<file path="config.mk">
export PLATFORM = sky130hd
export DESIGN_NAME = pcmp16_unit
export DESIGN_NICKNAME = d
export VERILOG_FILES = /design/src/rtl/pcmp16_pkg.sv /design/src/rtl/pcmp16_decode.sv /design/src/rtl/pcmp16_lane.sv /design/src/rtl/pcmp16_unit.sv
export SDC_FILE = /design/constraint.sdc
export NUM_CORES = 1
export LEC_CHECK = 0
export BUFFER_PORTS_ARGS = -buffer_cell sky130_fd_sc_hd__buf_2
export CAP_MARGIN = 20
export CORE_MARGIN = 2
export CORE_UTILIZATION = 29
export DETAILED_ROUTE_END_ITERATION = 8
export GPL_ROUTABILITY_DRIVEN = 0
export PLACE_DENSITY = 0.65
export SYNTH_ARGS = -nofsm -noshare
export SYNTH_HDL_FRONTEND = slang
export SYNTH_SLANG_ARGS = --single-unit
</file>
<file path="constraint.sdc">
create_clock -name clk -period 1.96 [get_ports clk]
set_input_delay 0.098 -clock clk [delete_from_list [all_inputs] [get_ports clk]]
set_output_delay 0.098 -clock clk [all_outputs]
set_load 0.05 [all_outputs]
</file>
<file path="src/rtl/pcmp16_pkg.sv">
package pcmp16_pkg;
  localparam logic [6:0] PCMP_OPCODE = 7'b1110111;
  localparam logic [2:0] PCMP_F3     = 3'b000;

  localparam logic [6:0] F7_EQ  = 7'b0100110;
  localparam logic [6:0] F7_SLT = 7'b0000110;
  localparam logic [6:0] F7_SLE = 7'b0001110;
  localparam logic [6:0] F7_ULT = 7'b0010110;
  localparam logic [6:0] F7_ULE = 7'b0011110;

  localparam int unsigned LANE_W = 16;

  typedef enum logic [2:0] {
    CMP_EQ  = 3'd0,
    CMP_SLT = 3'd1,
    CMP_SLE = 3'd2,
    CMP_ULT = 3'd3,
    CMP_ULE = 3'd4
  } cmp_op_e;
endpackage

</file>
<file path="src/rtl/pcmp16_decode.sv">
module pcmp16_decode
  import pcmp16_pkg::*;
(
  input  logic        in_valid,
  input  logic [31:0] instr,
  output logic        accept,
  output logic        reject,
  output cmp_op_e     op
);
  logic       form_ok;
  logic       code_ok;
  logic [6:0] f7;

  assign f7      = instr[31:25];
  assign form_ok = (instr[6:0] == PCMP_OPCODE) && (instr[14:12] == PCMP_F3);

  always_comb begin
    code_ok = 1'b1;
    op      = CMP_EQ;
    unique case (f7)
      F7_EQ:   op = CMP_EQ;
      F7_SLT:  op = CMP_SLT;
      F7_SLE:  op = CMP_SLE;
      F7_ULT:  op = CMP_ULT;
      F7_ULE:  op = CMP_ULE;
      default: code_ok = 1'b0;
    endcase
  end

  assign accept = in_valid && form_ok && code_ok;
  assign reject = in_valid && !(form_ok && code_ok);
endmodule

</file>
<file path="src/rtl/pcmp16_lane.sv">
module pcmp16_lane
  import pcmp16_pkg::*;
(
  input  cmp_op_e            op,
  input  logic [LANE_W-1:0]  a,
  input  logic [LANE_W-1:0]  b,
  output logic [LANE_W-1:0]  mask
);
  logic eq, slt, ult, hit;

  assign eq  = (a == b);
  assign slt = ($signed(a) < $signed(b));
  assign ult = (a < b);

  always_comb begin
    unique case (op)
      CMP_EQ:  hit = eq;
      CMP_SLT: hit = slt;
      CMP_SLE: hit = slt | eq;
      CMP_ULT: hit = ult;
      CMP_ULE: hit = ult | eq;
      default: hit = 1'b0;
    endcase
  end

  assign mask = {LANE_W{hit}};
endmodule

</file>
<file path="src/rtl/pcmp16_unit.sv">
module pcmp16_unit
  import pcmp16_pkg::*;
#(
  parameter int unsigned XLEN = 32
) (
  input  logic            clk,
  input  logic            rst,
  input  logic            in_valid,
  input  logic [31:0]     instr,
  input  logic [XLEN-1:0] opnd_a,
  input  logic [XLEN-1:0] opnd_b,
  output logic            out_valid,
  output logic            out_illegal,
  output logic [XLEN-1:0] out_result,
  output logic [4:0]      out_rd,
  output logic [4:0]      out_rs1,
  output logic [4:0]      out_rs2
);
  localparam int unsigned NLANES = XLEN / LANE_W;

  logic            accept, reject;
  cmp_op_e         op;
  logic [XLEN-1:0] lane_res;

  pcmp16_decode u_dec (
    .in_valid (in_valid),
    .instr    (instr),
    .accept   (accept),
    .reject   (reject),
    .op       (op)
  );

  for (genvar g = 0; g < NLANES; g++) begin : g_lane
    pcmp16_lane u_lane (
      .op   (op),
      .a    (opnd_a[g*LANE_W +: LANE_W]),
      .b    (opnd_b[g*LANE_W +: LANE_W]),
      .mask (lane_res[g*LANE_W +: LANE_W])
    );
  end

  always_ff @(posedge clk) begin
    if (rst) begin
      out_valid   <= 1'b0;
      out_illegal <= 1'b0;
      out_result  <= '0;
      out_rd      <= '0;
      out_rs1     <= '0;
      out_rs2     <= '0;
    end else begin
      out_valid   <= accept;
      out_illegal <= reject;
      out_result  <= accept ? lane_res : '0;
      out_rd      <= accept ? instr[11:7]  : 5'd0;
      out_rs1     <= accept ? instr[19:15] : 5'd0;
      out_rs2     <= accept ? instr[24:20] : 5'd0;
    end
  end
endmodule

</file>
Yosys cells after proc, flatten, opt, wreduce, memory -nomap -nowiden

Cells that the tools add are included.
Widths: inputs -> output; s select.

Flip-flop bits (word level): 34

Order comparisons: 4
Equality and inequality tests: 12
Mux-type cells: 4
Bitwise gates (word level): 5
Reductions and logical operators: 10

Operators by type and width:

| cell               | count |
|---|---|
| $lt 16x16->1       | 4 |
| $eq 16x16->1       | 2 |
| $eq 7x5->1 const B | 2 |
| $pmux 3 s4         | 1 |
| $pmux 1 s5         | 2 |
| $eq 7x3->1 const B | 1 |
| $eq 7x4->1 const B | 1 |
| $eq 7x6->1 const B | 1 |
| $eq 7x7->1 const B | 1 |
| $eq 3x2->1 const B | 2 |
| $logic_not 3->1    | 2 |
| $logic_and 1x1->1  | 5 |
| $reduce_or 5->1    | 1 |
| $or 1x1->1         | 4 |
| $eq 3x1->1 const B | 1 |
| $eq 3x3->1 const B | 1 |
| $reduce_or 2->1    | 1 |
| $logic_not 1->1    | 1 |
| $mux 1             | 1 |
| $not 1->1          | 1 |

Depth between registers and ports, before layout

Word-level depth: 6
Depth in mapped cells: 8
Gate-level depth less buffers: 8

Modules after synthesis

A second synthesis with hierarchy kept.

Cells, all modules: 288
Area, all modules: 2847.7 sq um

Modules (own cells, without submodules):

| module        | instances | cells each | area an instance (sq um) | seq. area each (sq um) |
|---|---|---|---|---|
| pcmp16_unit   | 1         | 108        | 1487.7                   | 980.9 |
| pcmp16_lane   | 2         | 83         | 631.9                    | 0.0 |
| pcmp16_decode | 1         | 14         | 96.3                     | 0.0 |

Worst setup path before layout

OpenSTA, ideal clock, no wires.

Path kind: input -> register
From: input port opnd_b[31]
To: register out_result[16] (netlist name)
Data arrival time: 1769 ps
Setup slack: 125 ps
Stages: 8
Path buffers: 0
Cells stage by stage: inv_1 > ha_1 > nand4_1 > or4_1 > a21o_1 > a31o_1 > a211o_1 > a21oi_2

Cells in the longest elaborated chain, start to end: 3
Elaborated cells between the ends (all ways): 6

RTL lines:

| what                                 | RTL line                             | RTL |
|---|---|---|
| from (decl)                          | pcmp16_unit.sv:11                    | `input logic [XLEN-1:0] opnd_b,` |
| $lt 16x16->1 (tied with other cells) | pcmp16_lane.sv:13                    | `assign ult = (a < b);` |
| $or 1x1->1 (on tied branches)        | pcmp16_lane.sv:21, pcmp16_lane.sv:19 |  |
| $pmux 1 s5 (*)                       | pcmp16_lane.sv:16                    | `unique case (op)` |

Mark *: on every way between the ends. The rest lies on a longest branch, timed or not.
A chain may end at the register's enable or synchronous reset.

Worst setup path in the final report

From: input port opnd_b[29]
To: register out_result[16] (netlist name)

Cells in the longest elaborated chain, start to end: 3
Elaborated cells between the ends (all ways): 6

RTL lines:

| what                                 | RTL line |
|---|---|
| $lt 16x16->1 (tied with other cells) | pcmp16_lane.sv:13 |
| $or 1x1->1 (on tied branches)        | pcmp16_lane.sv:21, pcmp16_lane.sv:19 |
| $pmux 1 s5 (*)                       | pcmp16_lane.sv:16 |

Marks and branches as above.

==> impl_results.md <==
- Die Ht: between 70 and 80 um
- Area contributors post-synth: ha_1 (24%), dfxtp_1 (23%), buf_4 (14%), inv_1 (7.7%), and2_1 (5.7%)
- Fraction of layout cells with a size suffix above 1: 0.497
- Rel. slew slack: 0.746
- P per Cell Area: 388 nW/um^2
- Vias in the first global route: between 1,000 and 1,500
- Yosys top cell by area: ha_1
- Synth cell types: 35
- Post-CTS Resized: 0
- Vias: between 1,500 and 2,000
- # hold bufs at CTS: 0
- DP Cell Count: between 300 and 400
- Detailed-route vias per instance: about 4.3
- Int Power: just under 700 uW
- Outcome: complete, no violations
- First-pass GRT wire length: between 5000 and 6000 um
- Final hold slack: 0.0250 ns
- Tmin final: 1.75 ns
- Antenna Violating Nets Remaining: 0
- CP Class: input port to flip-flop
- Slew @ Worst Pin: 0.380 ns
- Critical-path top delay cell: or4_1
- Comb pwr share: 0.289
- Layout Nets: 454
- Core area: ~5500 um^2
- Setup crit start kind: input port
- Crit path max fanout: 2
- WL final: about 3900 um
- Crit-path cells: buf_2, inv_1, ha_1, nand4_1, or4_1, a21o_1, a31o_1, a211o_1, a21oi_2
- Worst hold path type: input port to flip-flop
- Initial antenna violation count: 0
- Post-Syn Area: about 1700 um^2
- Mapped Avg Cell Area: 8.30 um^2
- Slew Limit Fails: 0
- Gr ovfl total: 0
- P_sw: between 200 and 250 uW
- Max incr delay on CP: between 0.5 and 0.6 ns
- Prevailing post-synth register cell: dfxtp_1
- Max Fclk: 571 MHz
- Detailed Route Iter0 Violations: 11
- CP arrival: 1.93 ns
- # setup viols final: 0
- Crit path max-delay family: compound AO/OA/AOI/OAI gates
- CTS max path bufs: 2
- Io pins: around 150
- Synthesized flop and latch total: 19
- Overall global routing resource usage: 0.116
- # clock sinks: 19
- Worst IR drop on VDD: between 0.0002 and 0.00025 V
- Final Cycle Share: 0.894
- Footprint of the multi-input gates: 906 um^2
- Unrepaired setup endpoints after global routing: false
- DRC: 0
- Number of enable-type register cells in the synthesized netlist: 0
- Die footprint: roughly 6300 um^2
- Max Cap Viol: 0
- Non-Filler Instances: roughly 400
- Clk pwr share: 0.280
- Mapped Cells: 199
- Most common cell after layout, fill and taps aside: buf_2
- Fin area: ~2300 um^2
- Initial Utilization: 0.300
- Post-place setup slack: -0.0633 ns
- Layout filler cell count: 557
- Port-buffer cells: about 150
- Area Growth Syn to Fin: 40.2%
- FF/Latch Area: about 380 um^2
- Post-DP HPWL: between 3000 and 4000 um
- Total CTS buffers: 3
- WL/cell: about 9.8 um
- Rows: 27
- Seq/Total Area, Yosys: 0.230
- Worst setup margin: around 0.21 ns
- CTS tree: yes
- Worst EP required: around 2.1 ns
- Origin of the worst setup path: opnd_b[29]
- Placed Area: ~2300 um^2
- Clock root buffer: clkbuf_8
- Min-delay src: rst
- Highest-count cells in the layout ignoring fill and taps: buf_2 (147), inv_1 (34), ha_1 (32)
- DR pass1 iterations: 4
- Die width: 79.5 um
- Post-CTS setup buffer count: 0
- Warning count from the yosys run: 0
- Leakage power: between 1 and 1.5 nW
- Diodes inserted: 0
- Final hold vios: 0
- Power consumption: ~900 uW
- Sequential Power Share: 0.432
- CTS H-tree lvls: 1
- CP Buf/Inv Count: 2
- Syn Nets: 330
- Largest net degree at the start of global routing: 17
- FFs w/ async S/R, synth: 0
- Worst setup EP type: flip-flop
- Yosys top cell area share: 0.242
- Reg clk slew, reported paths: ~0.06 ns
- Switching Share: 0.246
-- cells in the mapped netlist (all sizes together), types with 2 or more instances --
| library cell | n |
|---|---|
| inv | 34 |
| buf | 32 |
| ha | 32 |
| dfxtp | 19 |
| a21oi | 16 |
| and2 | 15 |
| nand2 | 9 |
| nand4 | 7 |
| o21ai | 5 |
| nor2 | 3 |
| nand3 | 2 |
| nor2b | 2 |
| nor4b | 2 |
| o211ai | 2 |
-- stage by stage --
stage               utilization  setup TNS, ns
floorplan                     -              0
global placement          0.412              0
detailed placement        0.412        -0.0633
CTS                       0.420              0
global route              0.420              0
finish                    0.420              0
-- registers in the layout, summed over array words and instances, names as in the netlist --
name and flops:
out_rd 5, out_valid 1, out_rs2 5, out_illegal 1
out_result 2, out_rs1 5
-- metal layers --
layer  up-vias  track usage  wire [um]
met1       706        0.140       1630
met3         2       0.0226        421
met5         -            0          0
li1        885            -          -
met4         0       0.0310         36
met2        89        0.209       1790
-- final timing paths --
| kind | cells past startpoint | to | slack, ns |
|---|---|---|---|
| min | 2 | out_illegal | 0.03 |
| max | 9 | out_result[16] | 0.21 |
-- power groups by stage --
| stage | combinational (mW) | sequential [mW] | clock [mW] |
|---|---|---|---|
| 4_1_cts | 0.265 | 0.387 | 0.268 |
| 2_1_floorplan | 0.124 | 0.400 | 0 |
| 3_3_place_gp | 0.259 | 0.396 | 0 |
| 3_5_place_dp | 0.262 | 0.396 | 0 |
| 6_report | 0.259 | 0.387 | 0.251 |
| 5_1_grt | 0.303 | 0.387 | 0.285 |
-- kinds of logic (layout without fill, tap and decap cells) --
kind of cell,Yosys count,count (layout),synth area share
flip-flops,19,19,0.230
AO/OA/AOI/OAI,32,32,0.124
adder cells (fa/ha/maj),32,32,0.242
AND/OR/NAND/NOR,50,50,0.182
buffers and inverters,66,189,0.221
-- cell type report --
cell class / count / area share
clock buffers: 4 / 0.0195
multi-input cells: 114 / 0.391
repair buffers: 151 / 0.331
well taps: 72 / 0.0389
flip-flops and latches: 19 / 0.164
inverters: 34 / 0.0551
No activity file was read; power rests on OpenSTA's default activity.
